$ cat config.mk
export PLATFORM = sky130hd
export DESIGN_NAME = txdma_runctl
export DESIGN_NICKNAME = d
export VERILOG_FILES = /design/src/rtl/txdma_runctl_pkg.sv /design/src/rtl/txdma_fsm.sv /design/src/rtl/txdma_ptr.sv /design/src/rtl/txdma_flag.sv /design/src/rtl/txdma_runctl.sv
export SDC_FILE = /design/constraint.sdc
export NUM_CORES = 1
export LEC_CHECK = 0
export ABC_AREA = 1
export BUFFER_PORTS_ARGS = -buffer_cell sky130_fd_sc_hd__buf_2
export CAP_MARGIN = 15
export CORE_MARGIN = 5
export CORE_UTILIZATION = 45
export CTS_CLUSTER_DIAMETER = 30
export DETAILED_ROUTE_END_ITERATION = 12
export PLACE_DENSITY = 0.73
export REMOVE_ABC_BUFFERS = 1
export SLEW_MARGIN = 30
export SYNTH_ARGS = -nofsm -noshare
export SYNTH_HDL_FRONTEND = slang
export SYNTH_SLANG_ARGS = --single-unit
export TNS_END_PERCENT = 50
$ cat constraint.sdc
create_clock -name clk -period 2.5 [get_ports clk]
set_input_delay 0.125 -clock clk [delete_from_list [all_inputs] [get_ports clk]]
set_output_delay 0.125 -clock clk [all_outputs]
set_load 0.05 [all_outputs]
$ cat src/rtl/txdma_runctl_pkg.sv
package txdma_runctl_pkg;
   typedef enum logic [1:0] {
      TX_STOP = 2'b00,
      TX_RUN  = 2'b01,
      TX_SUSP = 2'b10
   } txst_e;
endpackage

$ cat src/rtl/txdma_fsm.sv
module txdma_fsm
   import txdma_runctl_pkg::*;
(
   input  logic  clk,
   input  logic  rst_n,
   input  logic  run_en,
   input  logic  poll_demand,
   input  logic  fetch_done,
   input  logic  desc_avail,
   input  logic  frame_done,
   output txst_e st,
   output logic  sending,
   output logic  start,
   output logic  lat,
   output logic  miss,
   output logic  adv
);
   txst_e st_d;
   logic  snd_d;
   logic  fetching;

   assign fetching = (st == TX_RUN) && !sending;
   assign start    = (st == TX_STOP) && run_en;
   assign lat      = fetching && run_en && fetch_done && desc_avail;
   assign miss     = fetching && run_en && fetch_done && !desc_avail;
   assign adv      = (st == TX_RUN) && sending && frame_done;

   always_comb begin
      st_d  = st;
      snd_d = sending;
      case (st)
         TX_STOP: begin
            if (run_en) begin
               st_d  = TX_RUN;
               snd_d = 1'b0;
            end
         end
         TX_RUN: begin
            if (!sending) begin
               if (!run_en)   st_d  = TX_STOP;
               else if (lat)  snd_d = 1'b1;
               else if (miss) st_d  = TX_SUSP;
            end else if (frame_done) begin
               snd_d = 1'b0;
               if (!run_en) st_d = TX_STOP;
            end
         end
         TX_SUSP: begin
            if (!run_en) st_d = TX_STOP;
            else if (poll_demand) begin
               st_d  = TX_RUN;
               snd_d = 1'b0;
            end
         end
         default: begin
            st_d  = TX_STOP;
            snd_d = 1'b0;
         end
      endcase
   end

   always_ff @(posedge clk) begin
      if (!rst_n) begin
         st      <= TX_STOP;
         sending <= 1'b0;
      end else begin
         st      <= st_d;
         sending <= snd_d;
      end
   end


   hold_while_send_chk: assert property (@(posedge clk) disable iff (!rst_n)
      (st == TX_RUN && sending && !frame_done) |=> (st == TX_RUN));


   susp_exit_chk: assert property (@(posedge clk) disable iff (!rst_n)
      (st == TX_SUSP && !run_en) |=> (st == TX_STOP));


   susp_entry_chk: assert property (@(posedge clk) disable iff (!rst_n)
      (st == TX_SUSP && $past(st) != TX_SUSP) |-> ($past(st) == TX_RUN));


   enc_legal_chk: assert property (@(posedge clk) disable iff (!rst_n)
      (st != 2'b11));
endmodule

$ cat src/rtl/txdma_ptr.sv
module txdma_ptr #(
   parameter int AW       = 32,
   parameter int STRIDE   = 16,
   parameter bit CHAIN_EN = 1'b1
) (
   input  logic          clk,
   input  logic          rst_n,
   input  logic          start,
   input  logic          lat,
   input  logic          adv,
   input  logic          base_wr,
   input  logic [AW-1:0] base_addr,
   input  logic          chain_mode,
   input  logic [AW-1:0] desc_next,
   output logic [AW-1:0] cur_ptr
);
   localparam logic [AW-1:0] STEP_FIX = AW'(STRIDE);

   logic          pend_q;
   logic [AW-1:0] step_q;

   generate
      if (CHAIN_EN) begin : g_chain
         always_ff @(posedge clk) begin
            if (!rst_n)   step_q <= STEP_FIX;
            else if (lat) step_q <= chain_mode ? desc_next : STEP_FIX;
         end
      end else begin : g_linear
         assign step_q = STEP_FIX;
      end
   endgenerate

   always_ff @(posedge clk) begin
      if (!rst_n) begin
         pend_q  <= 1'b1;
         cur_ptr <= '0;
      end else begin
         if (start && (pend_q || base_wr)) cur_ptr <= base_addr;
         else if (adv)                     cur_ptr <= cur_ptr + step_q;
         if (start)        pend_q <= 1'b0;
         else if (base_wr) pend_q <= 1'b1;
      end
   end


   ptr_hold_chk: assert property (@(posedge clk) disable iff (!rst_n)
      (!start && !adv) |=> $stable(cur_ptr));
endmodule

$ cat src/rtl/txdma_flag.sv
module txdma_flag (
   input  logic clk,
   input  logic rst_n,
   input  logic set,
   input  logic clr,
   output logic flag
);
   always_ff @(posedge clk) begin
      if (!rst_n)   flag <= 1'b0;
      else if (set) flag <= 1'b1;
      else if (clr) flag <= 1'b0;
   end


   flag_clear_chk: assert property (@(posedge clk) disable iff (!rst_n)
      (clr && !set) |=> !flag);


   flag_sticky_chk: assert property (@(posedge clk) disable iff (!rst_n)
      (flag && !clr) |=> flag);
endmodule

$ cat src/rtl/txdma_runctl.sv
module txdma_runctl
   import txdma_runctl_pkg::*;
#(
   parameter int AW       = 32,
   parameter int STRIDE   = 16,
   parameter bit CHAIN_EN = 1'b1
) (
   input  logic          clk,
   input  logic          rst_n,
   input  logic          run_en,
   input  logic [AW-1:0] base_addr,
   input  logic          base_wr,
   input  logic          chain_mode,
   input  logic          poll_demand,
   input  logic          unavail_clr,
   input  logic          fetch_done,
   input  logic          desc_avail,
   input  logic [AW-1:0] desc_next,
   input  logic          frame_done,
   output logic          fetch_req,
   output logic [AW-1:0] cur_ptr,
   output logic          unavail_flag,
   output logic [1:0]    state
);
   generate
      if (AW < 8) begin : g_bad_aw
         $error("txdma_runctl: AW must be at least 8");
      end
      if (STRIDE <= 0 || (STRIDE & (STRIDE - 1)) != 0) begin : g_bad_stride
         $error("txdma_runctl: STRIDE must be a positive power of two");
      end
   endgenerate

   txst_e st;
   logic  sending, start, lat, miss, adv;

   txdma_fsm u_fsm (
      .clk(clk), .rst_n(rst_n), .run_en(run_en), .poll_demand(poll_demand),
      .fetch_done(fetch_done), .desc_avail(desc_avail), .frame_done(frame_done),
      .st(st), .sending(sending), .start(start), .lat(lat), .miss(miss), .adv(adv)
   );

   txdma_ptr #(.AW(AW), .STRIDE(STRIDE), .CHAIN_EN(CHAIN_EN)) u_ptr (
      .clk(clk), .rst_n(rst_n), .start(start), .lat(lat), .adv(adv),
      .base_wr(base_wr), .base_addr(base_addr), .chain_mode(chain_mode),
      .desc_next(desc_next), .cur_ptr(cur_ptr)
   );

   txdma_flag u_flag (
      .clk(clk), .rst_n(rst_n), .set(miss), .clr(unavail_clr), .flag(unavail_flag)
   );

   assign fetch_req = (st == TX_RUN) && !sending;
   assign state     = st;


   miss_flag_chk: assert property (@(posedge clk) disable iff (!rst_n)
      (fetch_req && run_en && fetch_done && !desc_avail) |=> (unavail_flag && state == 2'b10));


   fetch_abort_chk: assert property (@(posedge clk) disable iff (!rst_n)
      (fetch_req && !run_en) |=> (state == 2'b00 && $stable(cur_ptr)));
endmodule

; Yosys cells after proc, flatten, opt, wreduce, memory -nomap -nowiden
; Cells that the tools add are included.
[word_totals]
regBits = 69
input_bits = 74
wordCells = 60
[op_classes]
addsub = 1
n_eq_ne = 10
mux = 25
reduce_logical = 18
[ops]
columns = operator, n
row1 = two-way mux 32 bit, 3
row2 = adder 32 bit, 1
row3 = two-way mux 2 bit, 9
row4 = inequality test 3 bit (second input constant), 5
row5 = two-way mux 1 bit, 11
row6 = logical AND 1 bit, 9
row7 = inequality test 2 bit (second input constant), 3
row8 = case mux 2 bit (3 select lines), 1
row9 = AND reduction 6 bit, 1
row10 = nonzero test 2 bit, 3
row11 = case mux 1 bit (3 select lines), 1
row12 = AND reduction 3 bit, 1
row13 = equality test 2 x 1 -> 1 bit (second input constant), 1
row14 = equality test 2 bit (second input constant), 1
row15 = logical NOT 1 bit, 2
row16 = logical NOT 2 bit, 1
row17 = logical OR 1 bit, 1

; Logic depth before layout (Yosys ltp)
; Gate-level depths: netlist of the first run.
[depth]
depth_word = 10
ltp_mapped = 13

; Hierarchy
; A second synthesis of the first run with hierarchy kept.
[unflattened]
cells_unflattened = 883
area_unflattened_um2 = 5293.8
[by_module_without_submodules]
columns = module, n_inst, cells_each, area_each_um2
row1 = txdma_ptr, 1, 838, 5011.1
row2 = txdma_fsm, 1, 36, 225.2
row3 = txdma_flag, 1, 6, 43.8
row4 = txdma_runctl, 1, 3, 13.8

; Worst setup path after synthesis of the first run
; OpenSTA, ideal clock, no wires.
[synth_path]
kind = register -> register
from = register u_ptr.cur_ptr[0]
to = register u_ptr.cur_ptr[20]
arrival_time_ns = 1.952
required_ns = 2.366
path_slack_ns = 0.414
path_stages_with_launch = 13
period_less_slack_ns = 2.086
path_cell_list = dfxtp_1 ha_1 fa_1 nand3_1 nand3_1 nand3_1 nand3_1 nand3_1 nand2_1 nand2_1 nand3_1 nand2_1 a21oi_1
[synth_between]
elab_chain_cells = 3
[synth_lines]
columns = item, line_no
row1 = "start, declared", txdma_ptr.sv:15  ; output logic [AW-1:0] cur_ptr
row2 = "start signal, assigned", txdma_ptr.sv:38  ; if (start && (pend_q || base_wr)) cur_ptr <= base_addr;
row3 = "start signal, assigned", txdma_ptr.sv:39  ; else if (adv) cur_ptr <= cur_ptr + step_q;
row4 = adder 32 bit, txdma_ptr.sv:39
row5 = two-way mux 32 bit, txdma_ptr.sv:39
row6 = two-way mux 32 bit, txdma_ptr.sv:38
; Every way passes these cells. The select of a mux whose other input is x is not followed.
; A chain may end at the register's enable or synchronous reset.

; Worst setup path in the final report of the first run
[layout_path]
from = register u_ptr.cur_ptr[0]
to = register u_ptr.cur_ptr[28]
; The elaborated chain is that of the path after synthesis.

==> metrics.txt, run 1 <==
drt pass-1 iters=5; Worst path depth=12; Post-route DRC=0; Reg power frac=36.6%; WHS Endpoint=u_ptr.pend_q; CP Launch Type=flop; Primary FF master, synth=dfxtp_1; clk sink count=69; via count=5530; gpl congestion=about 0.95; r2r setup slk=0.39 ns; cell mode on critical path=nand3_1; CP Class=flop to flop; FF-to-FF Start=u_ptr.cur_ptr[0]; global-route wire length before repair=between 20 and 30 mm; CP Data Required Time=2.72 ns; total number of H-tree levels=3; top cell family by delay on the critical path=simple AND/OR/NAND/NOR gates; Initial Util=a little under half; register clock-pin slew on the reported worst setup and hold paths=0.06 ns; worst r2r path cells=12; Mapped Avg Cell Area=approximately 6.0 um2; Peak VDD IR=~0.49 mV; status=completed; post-DR vias/cell=4.95; largest cells by area after synthesis=dfxtp_1, nand2_1, inv_1, ha_1, nand3_1; synth warn=0; Routed WL per cell=13.3 um; Post-Synthesis Cells=871; FF-to-FF End=u_ptr.cur_ptr[28]; nets@finish=around 1.1k; Clk Latency, worst-skew pair=0.35 ns; area grow syn2layout=18.0%; IO Count=110; WL final=14.9 mm; gr ovfl total=0; register area=around 1400 um2; Pint=around 2.3 mW; Layout Skew=0.00684 ns; total track usage=21.9%; Logic pwr share=21.1%; Mapped Area=about 5200 um2; max incr delay on CP=approximately 0.47 ns; fin crit share=84.3%; utilization after layout=54.1%; layout cell share with drive strength beyond 1=between 10% and 20%; Synth Register Bits=between 60 and 70; DP HPWL=11.3 mm; post-route ant nets=0; Final Hold Fails=0; Post-CTS Resized=0; Die W=between 100 and 150 um; multi-input logic area=between 3000 and 4000 um2; antenna violations before repair=0; number of global-route vias before repair=5318; crit-path cells=ha_1, fa_1, nand3_1, nand3_1, nand3_1, nand3_1, nand2_1, nand2_1, nand2_1, nand3_1, nand2_1, a21oi_1; CTS Buf Count=9; EDFF count, synth=0; diode count=0; Yosys top cell by area=dfxtp_1; number of core rows=39; Sw Share=between 30% and 40%; Synth cell types=37; port buffer count=roughly 110; Async SR Flop Fraction=0%; Final TNS setup=0 ns; filler instances=1218; number of DRC markers in iteration 0=424; min cycle time layout=2.11 ns; CP arrival=approximately 2.3 ns; Core Box Area=about 11000 um2; largest net degree at the start of global routing=44; Hold Crit Class=input port to flop; Worst-Margin Slew=~0.70 ns; Post-CTS Setup Inserts=0; CP max-delay cell=fa_1; Final Setup Violations=0; CP startpoint=u_ptr.cur_ptr[0]; CTS Buffer Depth=2; clock share of power=between 40% and 50%; final hold slack=~0.015 ns; max cap viols=0; Die Y=118 um; Synth top area share=26.5%; max_slew headroom=between 50% and 60%; Post-synth top cells=nand2_1, inv_1, nand3_1, a21oi_1, dfxtp_1; Sw Pwr=between 1 and 1.5 mW; crit-path max FO=4; Pins Over Slew Limit=0; leakage=between 3 and 4 nW; RSZ-0062 raised after global routing=no; CP endpoint kind=flop; Max Fclk=0.475 GHz; worst hold stages=3; post-synthesis sequential area ratio=about a quarter; hold wc startpoint=base_wr; pwr/cell area=about 530 nW/um2; CTS tree=done; Die ar.=13800 um2; sum of buffers and inverters on the critical path=0; CTS root buffer=clkbuf_16; most common cell in the netlist=nand2_1
-- per-stage QoR --
step	worst slack, ns	std cells	power (mW)	instance area [um2]
floorplan	0.00852	846	1.68	5070
global placement	0.452	1102	1.90	5820
detailed placement	0.386	1102	1.90	5820
CTS	0.360	1118	3.29	6150
global route	0.153	1118	3.40	6150
finish	0.393	1118	3.26	6150
-- cell families after synthesis --
| kind of cell | synth area share (%) |
|---|---|
| fa+ha+maj | 7.83 |
| flops | 26.5 |
| buf+inv | 12.8 |
| compound gates | 14.5 |
| xor+xnor | 2.69 |
| simple gates | 35.7 |
-- power by group through the flow --
stage | Sequential (mW) | Combinational [mW] | Clock, mW
6_report | 1.19 | 0.688 | 1.38
5_1_grt | 1.20 | 0.757 | 1.45
4_1_cts | 1.19 | 0.691 | 1.41
3_5_place_dp | 1.22 | 0.687 | 0
3_3_place_gp | 1.22 | 0.685 | 0
2_1_floorplan | 1.37 | 0.315 | 0
-- worst reg2reg max path: stages, from the launching register on --
cell	delay (ns)
dfxtp_1	0.32
ha_1	0.24
fa_1	0.47
nand3_1	0.12
nand3_1	0.15
nand3_1	0.11
nand3_1	0.15
nand2_1	0.13
nand2_1	0.06
nand2_1	0.06
nand3_1	0.06
nand2_1	0.07
a21oi_1	0.05
-- metal layers --
layer | up-vias | track usage, % | wire length, um
met3 | 9 | 4.71 | 891
li1 | 2948 | - | -
met5 | - | 0 | 0
met2 | 135 | 33.9 | 6470
met1 | 2438 | 30.5 | 7330
met4 | 0 | 6.38 | 176
-- cells in the final DEF (no fill, tap or decap), types with 2 or more instances in the layout --
| cell type | count |
|---|---|
| bufinv_16 | 2 |
| a22oi_1 | 2 |
| inv_1 | 127 |
| o21ai_2 | 9 |
| clkinv_1 | 7 |
| nand3_1 | 76 |
| nand4_1 | 3 |
| ha_1 | 31 |
| buf_4 | 4 |
| xor2_1 | 14 |
| clkbuf_16 | 9 |
| a21oi_1 | 72 |
| buf_2 | 109 |
| o21bai_1 | 5 |
| nor3_1 | 4 |
| nand3b_1 | 2 |
| a31oi_1 | 14 |
| nand2_1 | 325 |
| o21ai_0 | 22 |
| xnor2_1 | 2 |
| dfxtp_1 | 69 |
| nor2_1 | 43 |
| o21ai_1 | 3 |
| inv_2 | 5 |
-- layout make-up --
class	count	share of cell area, %
Clock inverter	4	1.18
Timing Repair Buffer	114	9.52
Sequential cell	69	22.5
Tap cell	143	2.91
Inverter	140	8.59
Clock buffer	11	3.95
Multi-Input combinational cell	637	51.4
-- worst max path at each step --
stage / endpoint
6_report: u_ptr.cur_ptr[28]
4_1_cts: u_ptr.cur_ptr[28]
5_1_grt: u_ptr.cur_ptr[28]
2_1_floorplan: u_ptr.step_q[0]
3_5_place_dp: u_ptr.cur_ptr[28]
3_3_place_gp: u_ptr.cur_ptr[20]
-- registers in the layout (all words and copies together), names as in the netlist --
signal,count
u_ptr.pend_q,1
u_fsm.st,2
u_fsm.sending,1
u_flag.flag,1
u_ptr.step_q,32
u_ptr.cur_ptr,32
-- what timing repair did --
action / CTS / global route
setup endpoints to repair: 0 / 0
endpoints found under the hold margin: 1 / 0
hold buffers: 1 / 0
No activity file was read; power rests on OpenSTA's default activity.
==> run 2, diff against run 1 <==
Settings changed: PLACE_DENSITY 0.73 to 0.75.
Clock period 2.5 ns to 1.78 ns, I/O delays scaled along.
==> run 2 against run 1 <==
The flow now finishes with violations (setup timing). Setup slack worse by 0.44 ns. Die area unchanged. Global-route usage increased by 1.2 points. Sequential power increased by 43%. Maximum frequency up 15%. Clock skew fell by 0.00087 ns. Critical path depth increased by 2. Critical path type unchanged. Highest routed layer unchanged.
==> metrics.txt, run 2 (synthesis results as in run 1) <==
Final TNS setup=-0.202 ns (was 0 ns); met2 routed WL=7.87 mm (was 6.47 mm); CTS tree=done (unchanged); CP arrival=2.10 ns (was 2.33 ns); CP max-delay cell=dfxtp_2 (was fa_1); Die Y=118 um (unchanged); largest net degree at the start of global routing=34 (was 44); diode count=0 (unchanged); area grow syn2layout=47.6% (was 18.0%); pre-CTS WS=-0.236 ns (was 0.386 ns); leakage=3.92 nW (was 3.33 nW); DP HPWL=12.3 mm (was 11.3 mm); crit-path max FO=3 (was 4); Sw Share=31.8% (was 30.9%); post-route ant nets=0 (unchanged); Worst-Margin Slew=0.506 ns (was 0.697 ns); Layout Skew=0.00597 ns (was 0.00684 ns); max incr delay on CP=0.33 ns (was 0.47 ns); WL final=17.2 mm (was 14.9 mm); max cap viols=0 (unchanged); Final Worst Setup Slack=-0.0490 ns (was 0.393 ns); Die ar.=13800 um2 (unchanged); gpl congestion=0.941 (was 0.954); layout cell share with drive strength beyond 1=38.1% (was 15.1%); register area=1420 um2 (was 1380 um2); port buffer count=109 (unchanged); metal3 WL=981 um (was 891 um); CP endpoint kind=flop (unchanged); clk sink count=69 (unchanged); crit-path cells=ha_4, buf_4, nand2_4, inv_4, nand2_2, nor3_2, nand2_2, nand2_4, nand2_4, nand2_2, nand2_1, nand3_1, nand2_1, a21oi_2 (was ha_1, fa_1, nand3_1, nand3_1, nand3_1, nand3_1, nand2_1, nand2_1, nand2_1, nand3_1, nand2_1, a21oi_1); nets@finish=1159 (was 1077); number of core rows=39 (unchanged); CTS Buffer Depth=2 (unchanged); Post-route DRC=0 (unchanged); Die W=118 um (unchanged); via count=6074 (was 5530); antenna violations before repair=0 (unchanged); IO Count=110 (unchanged); max_slew headroom=66.2% (was 53.5%); Reg power frac=34.1% (was 36.6%); total track usage=23.1% (was 21.9%); Peak VDD IR=0.576 mV (was 0.490 mV); CTS Buf Count=9 (unchanged); post-DR vias/cell=5.06 (was 4.95); post-route cell area=7690 um2 (was 6150 um2); Logic pwr share=25.9% (was 21.1%); Pint=3.40 mW (was 2.25 mW); number of DRC markers in iteration 0=408 (was 424); multi-input logic area=3980 um2 (was 3160 um2); status=finished with violations (was completed); Final Hold Fails=0 (unchanged); register clock-pin slew on the reported worst setup and hold paths=0.06 ns (about the same); CTS root buffer=clkbuf_16 (unchanged); routed length on met1=8.04 mm (was 7.33 mm); Core Box Area=11400 um2 (unchanged); Sw Pwr=1.59 mW (was 1.01 mW); fin crit share=103% (was 84.3%); pwr/cell area=649 nW/um2 (was 531 nW/um2); top cell family by delay on the critical path=simple AND/OR/NAND/NOR gates (unchanged); clock share of power=39.9% (was 42.3%); dpl cell area=6390 um2 (was 5820 um2); Clk Latency, worst-skew pair=0.34 ns (was 0.35 ns); Routed WL per cell=14.3 um (was 13.3 um); number of global-route vias before repair=5836 (was 5318); biggest regs=u_ptr.cur_ptr: 32 flops, u_ptr.step_q: 32 flops, u_fsm.st: 2 flops (unchanged); RSZ-0062 raised after global routing=yes (was no); filler instances=1020 (was 1218); sum of buffers and inverters on the critical path=2 (was 0); global-route wire length before repair=26.9 mm (was 25.1 mm); Final Setup Violations=6 (was 0); commonest non-fill, non-tap cell in the layout=nand2_1 (unchanged); Initial Util=45.8% (unchanged); Pins Over Slew Limit=0 (unchanged); CP Launch Type=flop (unchanged); Hold Crit Class=input port to flop (unchanged); drt pass-1 iters=5 (unchanged); failing checks=setup timing; most frequent cells in the layout=nand2_1, inv_1, buf_2 (unchanged); CP Class=flop to flop (unchanged); highest routing layer actually used=met4 (unchanged); Max Fclk=0.547 GHz (was 0.475 GHz); total number of H-tree levels=3 (unchanged); CP Data Required Time=2.05 ns (was 2.72 ns); min cycle time layout=1.83 ns (was 2.11 ns); gr ovfl total=0 (unchanged)
run 2: cell count changes in the layout (fill, tap and decap cells not counted), sizes merged:
cell,before,now
dlygate4sd3,1,3
clkbuf,11,10
clkinv,8,10
buf,113,193
run 2: metrics by stage:
| step | instances | hold slack (ns) | power, mW | util [%] |
|---|---|---|---|---|
| floorplan | 846 | 0.158 | 2.36 | - |
| global placement | 1176 | 0.321 | 2.82 | 56.2 |
| detailed placement | 1176 | 0.321 | 2.83 | 56.2 |
| CTS | 1196 | 0.00402 | 4.86 | 61.7 |
| global route | 1201 | 0.00527 | 5.18 | 67.6 |
| finish | 1201 | 0.00577 | 4.99 | 67.6 |
run 2: worst paths after layout:
path	slack (ns)	to	from	cells after the start
worst max-delay path	-0.05	u_ptr.cur_ptr[30]	u_ptr.step_q[10]	14
worst min-delay path	0.006	u_ptr.step_q[2]	desc_next[2]	3
worst max register to register	-0.05	u_ptr.cur_ptr[30]	u_ptr.step_q[10]	14
worst min register to register	0.47	u_flag.flag	u_flag.flag	2
run 2: layout make-up:
type / instances / area share, %
Clock buffer: 10 / 3.11
Inverter: 140 / 6.97
Clock inverter: 6 / 1.12
Tap cell: 143 / 2.33
Timing Repair Buffer: 196 / 16.2
Multi-Input combinational cell: 637 / 51.8
Sequential cell: 69 / 18.5
run 2: timing repair:
action / CTS / global route
setup buffers: 1 / 5
pin swaps: 16 / 42
setup endpoints to repair: 23 / 26
gates cloned: 0 / 0
gates resized for setup: 54 / 160
endpoints found under the hold margin: 3 / 0
hold buffers: 3 / 0
run 2: worst register-to-register path, stage by stage (launching register included):
cell,delay (ns)
dfxtp_2,0.33
ha_4,0.28
buf_4,0.12
nand2_4,0.07
inv_4,0.07
nand2_2,0.06
nor3_2,0.21
nand2_2,0.09
nand2_4,0.12
nand2_4,0.06
nand2_2,0.05
nand2_1,0.05
nand3_1,0.06
nand2_1,0.06
a21oi_2,0.14
run 2: routing by layer:
metal | vias up | track usage (%)
li1 | 3112 | -
met1 | 2757 | 31.3
met2 | 183 | 37.0
met3 | 22 | 4.42
met4 | 0 | 7.53
met5 | - | 0
run 2: power by group through the flow:
| stage | logic [mW] | clock network [mW] | registers (mW) |
|---|---|---|---|
| global route | 1.40 | 2.07 | 1.71 |
| global placement | 1.13 | 0 | 1.70 |
| floorplan | 0.442 | 0 | 1.92 |
| detailed placement | 1.14 | 0 | 1.70 |
| CTS | 1.18 | 2.00 | 1.68 |
| finish | 1.29 | 1.99 | 1.70 |
